<file path="src/rtl/sclk_cs_pkg.sv">
package sclk_cs_pkg;

    localparam int DIV_W     = 3;
    localparam int HALF_W    = (2 ** DIV_W) - 1;
    localparam int BYTE_BITS = 8;
    localparam int CS_LINES  = 2;

    // transfer format captured at byte start
    typedef struct packed {
        logic [DIV_W-1:0] div;
        logic             cpol;
        logic             cpha;
    } xfer_mode_t;

    // reference cycles per sclk half period, minus one
    function automatic logic [HALF_W-1:0] half_limit(input logic [DIV_W-1:0] code);
        return HALF_W'((32'd1 << code) - 32'd1);
    endfunction

endpackage

</file>
<file path="src/rtl/scc_start_gate.sv">
module scc_start_gate (
    input  logic clk,
    input  logic rst,
    input  logic enable,
    input  logic master_en,
    input  logic byte_req,
    input  logic man_start_en,
    input  logic start_pulse,
    input  logic busy,
    output logic start
);

    logic go_q;

    always_ff @(posedge clk) begin
        if (rst) begin
            go_q <= 1'b0;
        end else if (!man_start_en) begin
            go_q <= 1'b0;
        end else if (start_pulse) begin
            go_q <= 1'b1;
        end else if (!busy && !byte_req) begin
            go_q <= 1'b0;
        end
    end

    always_comb begin
        start = enable && master_en && byte_req && !busy
                && (!man_start_en || go_q || start_pulse);
    end

endmodule

</file>
<file path="src/rtl/scc_clock_gen.sv">
module scc_clock_gen
    import sclk_cs_pkg::*;
#(
    parameter int BITS   = BYTE_BITS,
    localparam int EDGES  = 2 * BITS,
    localparam int EDGE_W = $clog2(EDGES)
) (
    input  logic              clk,
    input  logic              rst,
    input  logic              enable,
    input  logic              start,
    input  xfer_mode_t        mode_in,
    output logic              busy,
    output logic              sclk,
    output logic              tick,
    output logic              last_edge,
    output logic [EDGE_W-1:0] edge_idx,
    output logic              done,
    output xfer_mode_t        mode_q
);

    logic [HALF_W-1:0] cnt_q;

    always_comb begin
        tick      = busy && (cnt_q == half_limit(mode_q.div));
        last_edge = (edge_idx == EDGE_W'(EDGES - 1));
    end

    always_ff @(posedge clk) begin
        if (rst) begin
            busy     <= 1'b0;
            cnt_q    <= '0;
            edge_idx <= '0;
            mode_q   <= '0;
            sclk     <= mode_in.cpol;
            done     <= 1'b0;
        end else if (!enable) begin
            busy     <= 1'b0;
            cnt_q    <= '0;
            edge_idx <= '0;
            sclk     <= mode_in.cpol;
            done     <= 1'b0;
        end else if (!busy) begin
            cnt_q    <= '0;
            edge_idx <= '0;
            sclk     <= mode_in.cpol;
            done     <= 1'b0;
            if (start) begin
                busy   <= 1'b1;
                mode_q <= mode_in;
            end
        end else if (tick) begin
            cnt_q    <= '0;
            sclk     <= ~sclk;
            edge_idx <= edge_idx + EDGE_W'(1);
            done     <= last_edge;
            if (last_edge) begin
                busy <= 1'b0;
            end
        end else begin
            cnt_q <= cnt_q + HALF_W'(1);
            done  <= 1'b0;
        end
    end

    AST_DIV_HELD: assert property (@(posedge clk) disable iff (rst)
        (busy && $past(busy)) |-> (mode_q == $past(mode_q)));

    AST_ENABLE_STOPS: assert property (@(posedge clk) disable iff (rst)
        !enable |=> !busy);

    AST_IDLE_LEVEL: assert property (@(posedge clk) disable iff (rst)
        (!busy && $past(!busy)) |-> (sclk == $past(mode_in.cpol)));

endmodule

</file>
<file path="src/rtl/scc_strobe.sv">
module scc_strobe #(
    parameter int EDGE_W = 4
) (
    input  logic              clk,
    input  logic              rst,
    input  logic              enable,
    input  logic              tick,
    input  logic              last_edge,
    input  logic [EDGE_W-1:0] edge_idx,
    input  logic              cpha,
    output logic              launch_stb,
    output logic              sample_stb
);

    logic leading;
    logic launch_nx;
    logic sample_nx;

    always_comb begin
        leading = !edge_idx[0];
        if (cpha) begin
            launch_nx = tick && leading;
            sample_nx = tick && !leading;
        end else begin
            launch_nx = tick && !leading && !last_edge;
            sample_nx = tick && leading;
        end
    end

    always_ff @(posedge clk) begin
        if (rst || !enable) begin
            launch_stb <= 1'b0;
            sample_stb <= 1'b0;
        end else begin
            launch_stb <= launch_nx;
            sample_stb <= sample_nx;
        end
    end

    AST_STROBE_EXCL: assert property (@(posedge clk) disable iff (rst)
        !(launch_stb && sample_stb));

endmodule

</file>
<file path="src/rtl/scc_select.sv">
module scc_select #(
    parameter int LINES = 2
) (
    input  logic             clk,
    input  logic             rst,
    input  logic             busy,
    input  logic             man_cs_en,
    input  logic             cs_level,
    input  logic             dual_mem,
    input  logic             upper_sel,
    output logic [LINES-1:0] cs_n
);

    localparam int IDX_W = (LINES > 1) ? $clog2(LINES) : 1;

    logic             active;
    logic [IDX_W-1:0] target;

    always_comb begin
        active = man_cs_en ? !cs_level : busy;
        target = (dual_mem && upper_sel) ? IDX_W'(LINES - 1) : '0;
    end

    for (genvar gi = 0; gi < LINES; gi++) begin : g_line
        assign cs_n[gi] = !(active && (target == IDX_W'(gi)));
    end

    AST_CS_SINGLE: assert property (@(posedge clk) disable iff (rst)
        $countones(~cs_n) <= 1);

endmodule

</file>
<file path="src/rtl/sclk_cs_ctrl.sv">
module sclk_cs_ctrl
    import sclk_cs_pkg::*;
(
    input  logic                clk,
    input  logic                rst,
    input  logic                enable,
    input  logic                master_en,
    input  logic [DIV_W-1:0]    div_code,
    input  logic                cpol,
    input  logic                cpha,
    input  logic                man_cs_en,
    input  logic                cs_level,
    input  logic                man_start_en,
    input  logic                start_pulse,
    input  logic                dual_mem,
    input  logic                upper_sel,
    input  logic                byte_req,
    output logic                sclk,
    output logic [CS_LINES-1:0] cs_n,
    output logic                launch_stb,
    output logic                sample_stb,
    output logic                busy,
    output logic                byte_done
);

    localparam int EDGE_W = $clog2(2 * BYTE_BITS);

    xfer_mode_t        mode_in;
    xfer_mode_t        mode_q;
    logic              start;
    logic              tick;
    logic              last_edge;
    logic [EDGE_W-1:0] edge_idx;

    always_comb begin
        mode_in.div  = div_code;
        mode_in.cpol = cpol;
        mode_in.cpha = cpha;
    end

    scc_start_gate u_gate (
        .clk          (clk),
        .rst          (rst),
        .enable       (enable),
        .master_en    (master_en),
        .byte_req     (byte_req),
        .man_start_en (man_start_en),
        .start_pulse  (start_pulse),
        .busy         (busy),
        .start        (start)
    );

    scc_clock_gen #(.BITS(BYTE_BITS)) u_clk (
        .clk       (clk),
        .rst       (rst),
        .enable    (enable),
        .start     (start),
        .mode_in   (mode_in),
        .busy      (busy),
        .sclk      (sclk),
        .tick      (tick),
        .last_edge (last_edge),
        .edge_idx  (edge_idx),
        .done      (byte_done),
        .mode_q    (mode_q)
    );

    scc_strobe #(.EDGE_W(EDGE_W)) u_stb (
        .clk        (clk),
        .rst        (rst),
        .enable     (enable),
        .tick       (tick),
        .last_edge  (last_edge),
        .edge_idx   (edge_idx),
        .cpha       (mode_q.cpha),
        .launch_stb (launch_stb),
        .sample_stb (sample_stb)
    );

    scc_select #(.LINES(CS_LINES)) u_sel (
        .clk       (clk),
        .rst       (rst),
        .busy      (busy),
        .man_cs_en (man_cs_en),
        .cs_level  (cs_level),
        .dual_mem  (dual_mem),
        .upper_sel (upper_sel),
        .cs_n      (cs_n)
    );

    AST_DONE_PULSE: assert property (@(posedge clk) disable iff (rst)
        byte_done |=> !byte_done);

    AST_DONE_ENDS: assert property (@(posedge clk) disable iff (rst)
        byte_done |-> !busy);

    AST_CS_AUTO: assert property (@(posedge clk) disable iff (rst)
        (!man_cs_en && busy) |-> (cs_n != '1));

    AST_NO_START_OFF: assert property (@(posedge clk) disable iff (rst)
        (!busy && !master_en) |=> !busy);

endmodule

</file>
<file path="config.mk">
export PLATFORM = sky130hd
export DESIGN_NAME = sclk_cs_ctrl
export DESIGN_NICKNAME = d
export VERILOG_FILES = /design/src/rtl/sclk_cs_pkg.sv /design/src/rtl/scc_start_gate.sv /design/src/rtl/scc_clock_gen.sv /design/src/rtl/scc_strobe.sv /design/src/rtl/scc_select.sv /design/src/rtl/sclk_cs_ctrl.sv
export SDC_FILE = /design/constraint.sdc
export NUM_CORES = 1
export LEC_CHECK = 0
export ABC_AREA = 1
export BUFFER_PORTS_ARGS = -buffer_cell sky130_fd_sc_hd__buf_4
export CAP_MARGIN = 25
export CORE_MARGIN = 10
export CORE_UTILIZATION = 30
export CTS_BUF_LIST = sky130_fd_sc_hd__clkbuf_8
export DETAILED_ROUTE_END_ITERATION = 10
export HOLD_SLACK_MARGIN = 0.1
export PLACE_DENSITY = 0.61
export SLEW_MARGIN = 20
export SYNTH_ARGS = -nofsm -noshare
export SYNTH_HDL_FRONTEND = slang
export SYNTH_SLANG_ARGS = --single-unit
</file>
<file path="constraint.sdc">
create_clock -name clk -period 5.4 [get_ports clk]
set_input_delay 0.27 -clock clk [delete_from_list [all_inputs] [get_ports clk]]
set_output_delay 0.27 -clock clk [all_outputs]
set_load 0.005 [all_outputs]
</file>
==> metrics.txt <==
# TYPE chip_impl_metric gauge
chip_impl_metric{name="cellPowerDensity",unit="nW/µm²"} 216
chip_impl_metric{name="place_worst_setup_slack",unit="ns"} 3.38
chip_impl_metric{name="mappedNetlistNets",unit=""} 189
chip_impl_metric{name="avg_wl_per_cell",unit="µm"} 9.84
chip_impl_metric{name="firstDrtPassIters",unit=""} 4
chip_impl_info{name="min-delay-path-class",value="in2reg"} 1
chip_impl_info{name="crit_path_frequent_cell",value="sky130_fd_sc_hd__nand2_1"} 1
chip_impl_info{name="slowest_stage_cell_on_the_critical_path",value="sky130_fd_sc_hd__dfxtp_1"} 1
chip_impl_metric{name="timing.final.crit_period",unit="ns"} 2.04
chip_impl_metric{name="fmax",unit="MHz"} 490
chip_impl_metric{name="global_route.usage.total",unit=""} 0.0794
chip_impl_info{name="critPathLaunchType",value="flip-flop"} 1
chip_impl_metric{name="globalRouteOverflowTotal",unit=""} 0
chip_impl_metric{name="clock_latency_reported_for_the_late_side_of_the_worst_skew_pair",unit="ns"} 0.26
chip_impl_metric{name="finalNonFillerCells",unit=""} 244
chip_impl_info{name="synth_flop_cell",value="sky130_fd_sc_hd__dfxtp_1"} 1
chip_impl_metric{name="netlist-cell-type-count",unit=""} 26
chip_impl_metric{name="first_global_vias",unit=""} 1016
chip_impl_metric{name="nFillCells",unit=""} 395
chip_impl_metric{name="route.final.wire_length",unit="mm"} 2.40
chip_impl_metric{name="crit_path_max_incr_delay",unit="ns"} 0.37
chip_impl_info{name="run_status",value="finished clean"} 1
chip_impl_info{name="timing_worst_setup_path_type",value="reg2reg"} 1
chip_impl_metric{name="synth_enable_flop_cells",unit=""} 1
chip_impl_info{name="rsz0062_at_grt",value="false"} 1
chip_impl_metric{name="cts_post_setup_buffers_inserted",unit=""} 0
chip_impl_info{name="final_cell_mix",value="50 x sky130_fd_sc_hd__nand2_1, 24 x sky130_fd_sc_hd__inv_1, 24 x sky130_fd_sc_hd__nor2_1"} 1
chip_impl_metric{name="die-area",unit="µm²"} 6770
chip_impl_metric{name="grt_antenna_before_repair",unit=""} 0
chip_impl_metric{name="place.detailed.instances",unit=""} 240
chip_impl_metric{name="antenna_cells_inserted",unit=""} 0
chip_impl_info{name="end_kind",value="flip-flop"} 1
chip_impl_metric{name="vdd_ir_drop_max",unit="V"} 0.000100
chip_impl_metric{name="rows",unit=""} 22
chip_impl_metric{name="cts_resized",unit=""} 0
chip_impl_metric{name="final.setup_skew",unit="ns"} 0.00479
chip_impl_metric{name="die_y",unit="µm"} 82.3
chip_impl_metric{name="path_clk_slew",unit="ns"} 0.08
chip_impl_metric{name="worst_pin_slew",unit="ns"} 0.353
chip_impl_metric{name="pin_count",unit=""} 23
chip_impl_metric{name="final.period_utilization",unit=""} 0.378
chip_impl_metric{name="synth_area_per_cell",unit="µm²"} 6.84
chip_impl_metric{name="detail-route-antenna-nets",unit=""} 0
chip_impl_metric{name="final_net_count",unit=""} 216
chip_impl_metric{name="layout_setup_ws",unit="ns"} 3.36
chip_impl_metric{name="area_growth_syn_to_layout",unit="%"} 23.2
chip_impl_metric{name="timing.final.max_slew_violations",unit=""} 0
chip_impl_metric{name="wire_length_of_the_first_global_routing_pass",unit="mm"} 4.34
chip_impl_metric{name="cts.sinks",unit=""} 21
chip_impl_metric{name="die_width",unit="µm"} 82.3
chip_impl_metric{name="share_of_layout_cells_above_drive_strength_1",unit=""} 0.194
chip_impl_metric{name="cts_made_buffers",unit=""} 3
chip_impl_info{name="clock_tree.root_cell",value="sky130_fd_sc_hd__clkbuf_8"} 1
chip_impl_metric{name="gp_routability_congestion",unit=""} 0.769
chip_impl_metric{name="route.detailed.vias_per_inst",unit=""} 4.41
chip_impl_metric{name="ys_async_sr_fraction",unit=""} 0
chip_impl_metric{name="count_of_h_tree_levels_built_during_cts",unit=""} 1
chip_impl_info{name="mostFrequentLayoutCell",value="sky130_fd_sc_hd__nand2_1"} 1
chip_impl_metric{name="instance_count_of_the_mapped_netlist",unit=""} 170
chip_impl_metric{name="drt_iter0_markers",unit=""} 74
chip_impl_metric{name="vias",unit=""} 1077
chip_impl_metric{name="critical_path_peak_fanout",unit=""} 9
chip_impl_metric{name="drcViolationCount",unit=""} 0
chip_impl_metric{name="yosysWarningCount",unit=""} 0
chip_impl_metric{name="p_leak",unit="nW"} 0.644
chip_impl_metric{name="setup-violations-final",unit=""} 0
chip_impl_metric{name="ys_seq_elements",unit=""} 21
chip_impl_metric{name="required",unit="ns"} 5.37
chip_impl_metric{name="ctsLongestPathBuffers",unit=""} 2
chip_impl_metric{name="multi_input_comb_area",unit="µm²"} 639
chip_impl_metric{name="timing.critical_path.arrival",unit="ns"} 2.01
chip_impl_metric{name="place.port_buffers",unit=""} 22
chip_impl_metric{name="grt_max_degree",unit=""} 12
chip_impl_metric{name="maxCapViolCount",unit=""} 0
chip_impl_metric{name="ys_seq_area_frac",unit=""} 0.370
chip_impl_metric{name="finalHoldViolations",unit=""} 0
chip_impl_info{name="cp_cell_sequence",value="nor2_2 -> nand2_1 -> ha_1 -> inv_1 -> nand2_1 -> nand2_1 -> nand2_1 -> nand2_1 -> nand3_1 -> nor2_4 -> nand2_1 -> nand2_4"} 1
chip_impl_metric{name="synth.cell_area",unit="µm²"} 1160
chip_impl_metric{name="post_route_setup_tns",unit="ns"} 0
chip_impl_info{name="clock_tree_from_tritoncts",value="built"} 1
chip_impl_metric{name="hpwl",unit="mm"} 1.92
chip_impl_metric{name="core_region_area",unit="µm²"} 3720
chip_impl_metric{name="cts_hold_buffers",unit=""} 0
chip_impl_metric{name="register_area",unit="µm²"} 430
chip_impl_metric{name="max-slew-margin-rel",unit=""} 0.764
chip_impl_metric{name="initial_core_util",unit=""} 0.313
==> flip-flops by register name, summed over array words and instances (netlist names) <==
name,cells
u_clk.done,1
u_clk.busy,1
u_clk.sclk,1
u_clk.edge_idx,4
u_clk.cnt_q,7
u_clk.mode_q,4
u_stb.sample_stb,1
u_gate.go_q,1
u_stb.launch_stb,1
==> final timing paths <==
path	start	end	slack [ns]	cells past startpoint
worst max-delay path	u_clk.mode_q[3]$_SDFFE_PP0P_	u_clk.sclk$_DFFE_PP_	3.36	12
worst min-delay path	rst	u_clk.mode_q[3]$_SDFFE_PP0P_	0.21	2
worst max register to register	u_clk.mode_q[3]$_SDFFE_PP0P_	u_clk.sclk$_DFFE_PP_	3.36	12
worst min register to register	u_clk.edge_idx[1]$_SDFFE_PP0P_	u_clk.edge_idx[1]$_SDFFE_PP0P_	0.50	2
==> where the power goes <==
group          internal [mW]  switching (mW)
clock network         0.0506          0.0491
logic                 0.0216          0.0270
registers              0.159         0.00283
==> per-stage QoR <==
| stage | hold slack, ns | area (µm²) | util | power (mW) |
|---|---|---|---|---|
| after global routing | 0.211 | 1430 | 0.386 | 0.330 |
| after detailed placement | 0.487 | 1390 | 0.374 | 0.214 |
| after floorplan | 0.339 | 1160 | - | 0.197 |
| after global placement | 0.476 | 1390 | 0.374 | 0.214 |
| after CTS | 0.207 | 1430 | 0.386 | 0.317 |
| final | 0.214 | 1430 | 0.386 | 0.310 |
==> Yosys cell counts (2+ instances only) <==
library cell               number  area (µm²)
sky130_fd_sc_hd__dfxtp_1       20         400
sky130_fd_sc_hd__a211oi_1       3        22.5
sky130_fd_sc_hd__a21oi_1        6        30.0
sky130_fd_sc_hd__nand3_2        3        30.0
sky130_fd_sc_hd__inv_2          2        7.51
sky130_fd_sc_hd__ha_1           3        37.5
sky130_fd_sc_hd__nand3_1        9        45.0
sky130_fd_sc_hd__nand4_1        3        18.8
sky130_fd_sc_hd__nand2_1       50         188
sky130_fd_sc_hd__nor3_1         2        10.0
sky130_fd_sc_hd__nand2_2        3        18.8
sky130_fd_sc_hd__inv_1         23        86.3
sky130_fd_sc_hd__o21ai_1        3        15.0
sky130_fd_sc_hd__o21ai_0        2        10.0
sky130_fd_sc_hd__xor2_1         3        26.3
sky130_fd_sc_hd__xnor2_1        2        17.5
sky130_fd_sc_hd__nor2_1        24        90.1
==> per-layer routing <==
layer	vias to the layer above	routed length [µm]	GRT usage
li1	590	-	-
met1	449	1250	0.106
met2	36	874	0.111
met3	2	228	0.0184
met4	0	47	0.0510
met5	-	0	0
==> critical path, delay by kind of cell, from the launching register on <==
family        cells  cell delay [ns]
flops             1             0.37
fa+ha+maj         1             0.25
buf+inv           1             0.14
simple gates     10             0.98
==> cell families (layout without fill, tap and decap cells) <==
family                     count (synthesis)  in the layout  synth area share
and+or+nand+nor                          100            100             0.400
buffers and inverters                     25             51            0.0806
DFF                                       21             21             0.370
AOI/OAI and AO/OA                         16             16            0.0796
xor gates and xnor gates                   5              5            0.0376
adders and majority gates                  3              3            0.0323
==> area by class of cell <==
| class | count | area share |
|---|---|---|
| Multi-Input combinational cell | 124 | 0.446 |
| Sequential cell | 21 | 0.300 |
| Timing Repair Buffer | 22 | 0.115 |
| Inverter | 25 | 0.0654 |
| Tap cell | 48 | 0.0419 |
| Clock buffer | 3 | 0.0288 |
| Clock inverter | 1 | 0.00262 |
No activity file was read; power rests on OpenSTA's default activity.
